<file path="config.mk">
export PLATFORM = sky130hd
export DESIGN_NAME = uart_framer
export DESIGN_NICKNAME = d
export VERILOG_FILES = /design/src/rtl/uart_framer_pkg.sv /design/src/rtl/uart_tx_engine.sv /design/src/rtl/uart_rx_engine.sv /design/src/rtl/uart_framer.sv
export SDC_FILE = /design/constraint.sdc
export NUM_CORES = 1
export LEC_CHECK = 0
export BUFFER_PORTS_ARGS = -buffer_cell sky130_fd_sc_hd__buf_2
export CORE_UTILIZATION = 50
export DETAILED_ROUTE_END_ITERATION = 10
export PLACE_DENSITY_LB_ADDON = 0.12
export SETUP_SLACK_MARGIN = 0.05
export SLEW_MARGIN = 40
export SYNTH_ARGS = -nofsm -noshare
export SYNTH_HDL_FRONTEND = slang
export SYNTH_SLANG_ARGS = --single-unit
</file>
<file path="constraint.sdc">
create_clock -name clk -period 4.6 [get_ports clk]
set_input_delay 0.92 -clock clk [delete_from_list [all_inputs] [get_ports clk]]
set_output_delay 0.92 -clock clk [all_outputs]
set_load 0.005 [all_outputs]
</file>
<file path="src/rtl/uart_framer_pkg.sv">
// Shared types and helpers for the UART character framer.
// Assumes bytes of at most DATA_W bits and a 10-bit mode word.
package uart_framer_pkg;

    localparam int DATA_W = 8;
    localparam int LEN_W  = $clog2(DATA_W + 1);
    localparam int MODE_W = 10;
    localparam int CTRL_W = 6;

    typedef enum logic [1:0] {
        CHAN_NORMAL = 2'b00,
        CHAN_ECHO   = 2'b01,
        CHAN_LOCAL  = 2'b10,
        CHAN_REMOTE = 2'b11
    } chan_mode_e;

    typedef struct packed {
        logic [LEN_W-1:0] nbits;      // data bits per character
        logic             par_on;     // a parity bit is present
        logic             par_forced; // parity bit is a constant
        logic             par_sel;    // constant value, or 1 for odd
        logic             two_stop;   // transmitter sends two stop bits
    } frame_cfg_t;

    // Decode the frame format fields of the mode word.
    function automatic frame_cfg_t decode_mode(input logic [MODE_W-1:0] m);
        frame_cfg_t c;
        case (m[2:1])
            2'b10:   c.nbits = LEN_W'(7);
            2'b11:   c.nbits = LEN_W'(6);
            default: c.nbits = LEN_W'(8);
        endcase
        c.par_on     = !m[5];
        c.par_forced = m[4];
        c.par_sel    = m[3];
        c.two_stop   = (m[7:6] == 2'b10);
        return c;
    endfunction

    // Mask that keeps only the configured data bits.
    function automatic logic [DATA_W-1:0] len_mask(input logic [LEN_W-1:0] n);
        return {DATA_W{1'b1}} >> (LEN_W'(DATA_W) - n);
    endfunction

    // Parity bit for masked data under the configured scheme.
    function automatic logic parity_bit(input frame_cfg_t c, input logic [DATA_W-1:0] d);
        return c.par_forced ? c.par_sel : ((^d) ^ c.par_sel);
    endfunction

endpackage

</file>
<file path="src/rtl/uart_tx_engine.sv">
// Transmit serializer: accepts one byte when idle and enabled and sends
// start, data (LSB first), optional parity and one or two stop bits.
// Assumes cfg stays stable during a frame; each bit lasts OVS ticks.
module uart_tx_engine
    import uart_framer_pkg::*;
#(
    parameter int OVS = 16
) (
    input  logic              clk,
    input  logic              rst_n,
    input  logic              tick,
    input  frame_cfg_t        cfg,
    input  logic              enable,
    input  logic              in_valid,
    input  logic [DATA_W-1:0] in_data,
    output logic              in_ready,
    output logic              ser_out
);

    localparam int CNT_W = $clog2(OVS);
    localparam logic [CNT_W-1:0] LAST = CNT_W'(OVS - 1);

    typedef enum logic [2:0] {
        TX_IDLE, TX_START, TX_DATA, TX_PAR, TX_STOP1, TX_STOP2
    } tx_state_e;

    tx_state_e         state;
    logic [CNT_W-1:0]  cnt;
    logic [LEN_W-1:0]  bitidx;
    logic [DATA_W-1:0] shreg;
    logic              par_q;
    logic [DATA_W-1:0] masked;

    // Accept only when no frame is in flight and the path is on.
    assign in_ready = (state == TX_IDLE) && enable;
    assign masked   = in_data & len_mask(cfg.nbits);

    // Frame sequencer: load on accept, advance one bit every OVS ticks.
    always_ff @(posedge clk) begin
        if (!rst_n) begin
            state  <= TX_IDLE;
            cnt    <= '0;
            bitidx <= '0;
            shreg  <= '0;
            par_q  <= 1'b0;
        end else if (state == TX_IDLE) begin
            if (in_valid && in_ready) begin
                shreg <= masked;
                par_q <= parity_bit(cfg, masked);
                cnt   <= '0;
                state <= TX_START;
            end
        end else if (tick) begin
            if (cnt == LAST) begin
                cnt <= '0;
                case (state)
                    TX_START: begin
                        bitidx <= '0;
                        state  <= TX_DATA;
                    end
                    TX_DATA: begin
                        shreg <= shreg >> 1;
                        if (bitidx == cfg.nbits - LEN_W'(1))
                            state <= cfg.par_on ? TX_PAR : TX_STOP1;
                        else
                            bitidx <= bitidx + LEN_W'(1);
                    end
                    TX_PAR:   state <= TX_STOP1;
                    TX_STOP1: state <= cfg.two_stop ? TX_STOP2 : TX_IDLE;
                    default:  state <= TX_IDLE;
                endcase
            end else begin
                cnt <= cnt + CNT_W'(1);
            end
        end
    end

    // Line level for the bit currently being sent.
    always_comb begin
        case (state)
            TX_START: ser_out = 1'b0;
            TX_DATA:  ser_out = shreg[0];
            TX_PAR:   ser_out = par_q;
            default:  ser_out = 1'b1;
        endcase
    end

    // an accepted byte puts a start bit on the line in the next cycle.
    assert_start_after_accept_R4: assert property (@(posedge clk) disable iff (!rst_n)
        (in_valid && in_ready) |=> !ser_out)
        else $error("start bit missing after accept");

    // the bit-time counter moves only on ticks.
    assert_count_needs_tick_R4: assert property (@(posedge clk) disable iff (!rst_n)
        (state != TX_IDLE && !tick) |=> $stable(cnt))
        else $error("bit counter moved without tick");

endmodule

</file>
<file path="src/rtl/uart_rx_engine.sv">
// Receive deserializer: resynchronises the serial input, confirms start at
// mid-bit, samples each bit mid-cell and reports data with error flags.
// Assumes cfg stays stable during a frame; each bit lasts OVS ticks.
module uart_rx_engine
    import uart_framer_pkg::*;
#(
    parameter int OVS = 16
) (
    input  logic              clk,
    input  logic              rst_n,
    input  logic              tick,
    input  frame_cfg_t        cfg,
    input  logic              enable,
    input  logic              ser_in,
    output logic              out_valid,
    output logic [DATA_W-1:0] out_data,
    output logic              out_par_err,
    output logic              out_frm_err
);

    localparam int CNT_W = $clog2(OVS);
    localparam logic [CNT_W-1:0] LAST = CNT_W'(OVS - 1);
    localparam logic [CNT_W-1:0] HALF = CNT_W'(OVS / 2 - 1);

    typedef enum logic [2:0] {
        RX_IDLE, RX_START, RX_DATA, RX_PAR, RX_STOP, RX_HOLD
    } rx_state_e;

    rx_state_e         state;
    logic              sync1, line;
    logic [CNT_W-1:0]  cnt;
    logic [LEN_W-1:0]  bitidx;
    logic [DATA_W-1:0] shreg;
    logic [DATA_W-1:0] aligned;
    logic              perr_q;
    logic              cfg_unused;

    assign cfg_unused = cfg.two_stop;
    assign aligned    = shreg >> (LEN_W'(DATA_W) - cfg.nbits);

    // Two-stage resynchroniser on the serial input, idles high.
    always_ff @(posedge clk) begin
        if (!rst_n) begin
            sync1 <= 1'b1;
            line  <= 1'b1;
        end else begin
            sync1 <= ser_in;
            line  <= sync1;
        end
    end

    // Frame sequencer: hunt, confirm start, sample bits, report, re-arm.
    always_ff @(posedge clk) begin
        if (!rst_n) begin
            state       <= RX_IDLE;
            cnt         <= '0;
            bitidx      <= '0;
            shreg       <= '0;
            perr_q      <= 1'b0;
            out_valid   <= 1'b0;
            out_data    <= '0;
            out_par_err <= 1'b0;
            out_frm_err <= 1'b0;
        end else begin
            out_valid <= 1'b0;
            if (!enable) begin
                state <= RX_IDLE;
            end else begin
                case (state)
                    RX_IDLE: if (tick && !line) begin
                        cnt   <= '0;
                        state <= RX_START;
                    end
                    RX_START: if (tick) begin
                        if (cnt == HALF) begin
                            cnt    <= '0;
                            bitidx <= '0;
                            shreg  <= '0;
                            perr_q <= 1'b0;
                            state  <= line ? RX_IDLE : RX_DATA;
                        end else begin
                            cnt <= cnt + CNT_W'(1);
                        end
                    end
                    RX_DATA: if (tick) begin
                        if (cnt == LAST) begin
                            cnt   <= '0;
                            shreg <= {line, shreg[DATA_W-1:1]};
                            if (bitidx == cfg.nbits - LEN_W'(1))
                                state <= cfg.par_on ? RX_PAR : RX_STOP;
                            else
                                bitidx <= bitidx + LEN_W'(1);
                        end else begin
                            cnt <= cnt + CNT_W'(1);
                        end
                    end
                    RX_PAR: if (tick) begin
                        if (cnt == LAST) begin
                            cnt    <= '0;
                            perr_q <= (line != parity_bit(cfg, aligned));
                            state  <= RX_STOP;
                        end else begin
                            cnt <= cnt + CNT_W'(1);
                        end
                    end
                    RX_STOP: if (tick) begin
                        if (cnt == LAST) begin
                            cnt         <= '0;
                            out_valid   <= 1'b1;
                            out_data    <= aligned;
                            out_par_err <= perr_q;
                            out_frm_err <= !line;
                            state       <= line ? RX_IDLE : RX_HOLD;
                        end else begin
                            cnt <= cnt + CNT_W'(1);
                        end
                    end
                    default: if (line) state <= RX_IDLE;
                endcase
            end
        end
    end

    // a character is reported by a single-cycle pulse.
    assert_valid_pulse_R8: assert property (@(posedge clk) disable iff (!rst_n)
        out_valid |=> !out_valid)
        else $error("rx valid longer than one cycle");

    // bits above a 6-bit character read as zero.
    assert_zero_fill_R1: assert property (@(posedge clk) disable iff (!rst_n)
        (out_valid && cfg.nbits == LEN_W'(6)) |-> (out_data[DATA_W-1:6] == '0))
        else $error("upper data bits not zero-filled");

    // a disabled receiver delivers nothing.
    assert_disabled_silent_R10: assert property (@(posedge clk) disable iff (!rst_n)
        !enable |=> !out_valid)
        else $error("character delivered while disabled");

endmodule

</file>
<file path="src/rtl/uart_framer.sv">
// UART character framer top: decodes mode and control words, holds the
// break state and routes serial lines per channel mode around the TX and
// RX engines. Assumes tick16 pulses at OVS times the bit rate.
module uart_framer
    import uart_framer_pkg::*;
#(
    parameter int OVS = 16
) (
    input  logic              clk,
    input  logic              rst_n,
    input  logic              tick16,
    input  logic [MODE_W-1:0] mode_word,
    input  logic [CTRL_W-1:0] ctrl_word,
    input  logic              tx_valid,
    input  logic [DATA_W-1:0] tx_data,
    output logic              tx_ready,
    output logic              rx_valid,
    output logic [DATA_W-1:0] rx_data,
    output logic              rx_par_err,
    output logic              rx_frm_err,
    input  logic              rxd,
    output logic              txd
);

    frame_cfg_t cfg;
    chan_mode_e chan;
    logic       tx_on, rx_on;
    logic       brk_q;
    logic       tx_ser, tx_line, rx_in;
    logic       mode_unused;

    assign cfg         = decode_mode(mode_word);
    assign chan        = chan_mode_e'(mode_word[9:8]);
    assign mode_unused = mode_word[0];
    // A disable bit overrides its enable bit.
    assign tx_on       = ctrl_word[2] && !ctrl_word[3];
    assign rx_on       = ctrl_word[0] && !ctrl_word[1];

    // Break latch: stop strobe clears, start strobe sets.
    always_ff @(posedge clk) begin
        if (!rst_n)            brk_q <= 1'b0;
        else if (ctrl_word[5]) brk_q <= 1'b0;
        else if (ctrl_word[4]) brk_q <= 1'b1;
    end

    assign tx_line = tx_ser && !brk_q;

    // Channel routing between pins and engines.
    always_comb begin
        case (chan)
            CHAN_ECHO:   begin txd = rxd;     rx_in = rxd;     end
            CHAN_LOCAL:  begin txd = 1'b1;    rx_in = tx_line; end
            CHAN_REMOTE: begin txd = rxd;     rx_in = 1'b1;    end
            default:     begin txd = tx_line; rx_in = rxd;     end
        endcase
    end

    uart_tx_engine #(.OVS(OVS)) u_tx (
        .clk      (clk),
        .rst_n    (rst_n),
        .tick     (tick16),
        .cfg      (cfg),
        .enable   (tx_on),
        .in_valid (tx_valid),
        .in_data  (tx_data),
        .in_ready (tx_ready),
        .ser_out  (tx_ser)
    );

    uart_rx_engine #(.OVS(OVS)) u_rx (
        .clk         (clk),
        .rst_n       (rst_n),
        .tick        (tick16),
        .cfg         (cfg),
        .enable      (rx_on),
        .ser_in      (rx_in),
        .out_valid   (rx_valid),
        .out_data    (rx_data),
        .out_par_err (rx_par_err),
        .out_frm_err (rx_frm_err)
    );

    // a break start in normal mode drives the pin low next cycle.
    assert_break_low_R6: assert property (@(posedge clk) disable iff (!rst_n)
        (ctrl_word[4] && !ctrl_word[5] && mode_word[9:8] == 2'b00)
        |=> (mode_word[9:8] != 2'b00 || !txd))
        else $error("break did not pull the line low");

    // local loopback keeps the output pin idle.
    assert_local_pin_idle_R11: assert property (@(posedge clk) disable iff (!rst_n)
        (mode_word[9:8] == 2'b10) |-> txd)
        else $error("txd not idle in local loopback");

endmodule

</file>
==> impl_metrics.ini <==
[outcome]
status = finished clean

[placed_design]
place_area_um2 = 3380
place_ws_ns = 1.98
dp.cells = 501
routabilityCongestion = 0.836
portBuffers = 40
dpl.hpwl_mm = 4.94

[synth]
synth_sequential_area_ratio = 0.336
ys_types = 55
netlist_top_cells_area = dfxtp_1, nor2_1, a21oi_1
syn_inst = 416
synth-main-ff-cell = dfxtp_1
synth_edf_count = 0
syn_avg_cell_area_um2 = 7.72
yosys_register_bits = 54
synth_nets = 449
yosysTopAreaCell = dfxtp_1
postSynth.asyncResetShare = 0
ys.warnings.count = 0
syn_area_um2 = 3210
synth_most_common_cell = nor2_1
synth_top_cell_area_share = 0.336
synthTopCellsByCount = nor2_1, dfxtp_1, nand2_1

[finish]
n_antenna_cell = 0
area_growth_pct = 8.33
drive_gt1_frac = 0.136
fillCellCount = 569
final_nets = 466
fin_cells = 509
final_cell_area_um2 = 3480

[critical_path]
crit_top_cell = nor2_1
arrival_ns = 1.89
crit_buf_inv = 1
crit_chain = nand2b_1, a2bb2oi_1, nor2_1, nor2_1, nor2_1, o21ai_0, buf_2
critPathLaunchType = register
cp_max_fo = 12
path_delay_family = flip-flops
cp-end-kind = primary output
required_ns = 3.68
critPathKind = reg -> out
critical_path.slowest_cell = dfxtp_1
critPathMaxStageDelay_ns = 0.63

[sta]
fin_skew_ns = 0.0121
worstMarginPinSlew_ns = 0.807
finalSetupTns_ns = 0
fmax_mhz = 356
relSlewSlack = 0.462
period_minus_slack_ns = 2.81
post-route-period-util = 0.611
hold_viol = 0
setup_ws_ns = 1.79
rsz0062_at_grt = no
setup_viol = 0
drv_slew = 0

[clocking]
clk-insertion-delay-late_ns = 0.31
cts_buffer_depth = 2
cts.clk_slew.worst_paths_ns = 0.10
h-tree-depth = 2
cts-resized-gates = 0
cts.sinks = 54
clockRootBuffer = clkbuf_8
cts-buffers-inserted = 5
hold_buffers = 0
cts_setup_buffers = 0
tritoncts = done

[job]
cap_viol_max_count = 0

[pwr]
p_sw_mw = 0.253
power_frac_seq = 0.539
vdd_drop_max_mv = 0.168
total_power_mw = 0.903
intPower_mw = 0.651
pwr-share-clk = 0.321
combPwrFrac = 0.140
p_leak_nw = 1.29
switching_share = 0.280
p_per_area_nw_per_um2 = 259

[die]
fp.dieW_um = 82.2
initial_core_util = 0.530
ios = 42
fp-row-count = 28
coreArea_um2 = 6060
dieHeight_um = 82.2
dieArea_um2 = 6750

[grt]
antenna_found_initial = 0
grt_max_degree = 32
grt.total_usage = 0.228
grt_pass1_vias = 2661
gr-total-overflow = 0
grt_first_pass_wirelength_mm = 11.8

[routing]
postRouteAntennaNets = 0
vias = 2996
detail_route.wirelength_mm = 7.12
drt_iter0_drc = 184
wl_per_cell_um = 14.0
firstDrtPassIters = 5
route.detailed.drc = 0
vias_per_cell = 5.89

[min_path]
worstHoldPathType = reg -> reg
## flip-flops by register name (all words and copies together) (netlist names), 3 cells and up
signal         cells
u_rx.bitidx        4
u_rx.cnt           4
u_rx.out_data      8
u_rx.shreg         8
u_rx.state         3
u_tx.bitidx        4
u_tx.cnt           4
u_tx.shreg         8
u_tx.state         3
## kinds of logic (layout without fill, tap and decap cells)
family	Yosys count	in the layout	synth area share
and+or+nand+nor	189	189	0.298
AOI/OAI and AO/OA	103	103	0.210
DFF	54	54	0.336
buffers and inverters	37	55	0.0522
xor gates and xnor gates	17	17	0.0506
muxes	12	12	0.0374
adders and majority gates	4	4	0.0156
## cells in the final DEF (no fill, tap or decap), types with 3 or more instances in the layout
master | netlist | final
and3b_1 | 3 | 3
dfxtp_1 | 54 | 54
nand3_1 | 23 | 23
nand4_1 | 6 | 6
inv_1 | 5 | 5
buf_2 | 10 | 40
xor2_1 | 3 | 3
nand2_1 | 48 | 48
a21oi_1 | 40 | 40
nor2b_1 | 8 | 8
or3_1 | 4 | 4
o22a_1 | 3 | 3
a22oi_1 | 4 | 4
a211oi_1 | 6 | 6
nand2b_1 | 7 | 7
nor3_1 | 7 | 5
ha_1 | 4 | 4
clkbuf_8 | 0 | 6
nor3b_1 | 7 | 7
xnor2_1 | 13 | 13
nand3b_1 | 4 | 4
mux2i_1 | 12 | 12
nor2_1 | 57 | 56
o21ai_0 | 18 | 18
nand4b_1 | 5 | 5
a311oi_1 | 7 | 7
## metrics by stage
| stage | hold WS [ns] | utilization |
|---|---|---|
| 2_1_floorplan | 0.386 | - |
| 6_report | 0.409 | 0.574 |
| 3_5_place_dp | 0.403 | 0.558 |
| 3_3_place_gp | 0.395 | 0.556 |
| 4_1_cts | 0.423 | 0.574 |
| 5_1_grt | 0.445 | 0.574 |
## layout make-up
class	instances	area, um^2	area share
clock buffers	6	82.6	0.0237
clock inverters	2	16.3	0.00467
inverters	6	22.5	0.00647
multi-input cells	325	1980	0.568
flip-flops and latches	54	1080	0.311
well taps	75	93.8	0.0270
repair buffers	41	208	0.0597
## routing by layer
metal,part of all wire,vias up,GRT usage
li1,-,1512,-
met1,0.48,1410,0.286
met2,0.46,67,0.383
met3,0.040,7,0.0440
met4,0.014,0,0.0860
met5,0,-,0
## worst register-to-register path: stages (launching register included)
cell,delay [ns]
dfxtp_1,0.63
nand4_1,0.23
a2111oi_4,0.83
nor2_1,0.08
a311oi_1,0.30
## power groups by stage
stage | Sequential, mW | Clock [mW] | Combinational, mW
floorplan | 0.491 | 0 | 0.0983
global placement | 0.497 | 0 | 0.124
detailed placement | 0.498 | 0 | 0.126
CTS | 0.487 | 0.295 | 0.127
global route | 0.489 | 0.317 | 0.142
finish | 0.487 | 0.290 | 0.126
## path summary, 6_finish.rpt
path	from	endpoint	slack, ns	cells after the start
worst max register to register	u_tx.state[1]	u_tx.shreg[4]	2.43	4
worst min-delay path	u_rx.sync1	u_rx.line	0.41	1
worst min register to register	u_rx.sync1	u_rx.line	0.41	1
worst max-delay path	u_tx.state[0]	txd	1.79	7
Note: power is estimated with default switching activity, not from simulation.
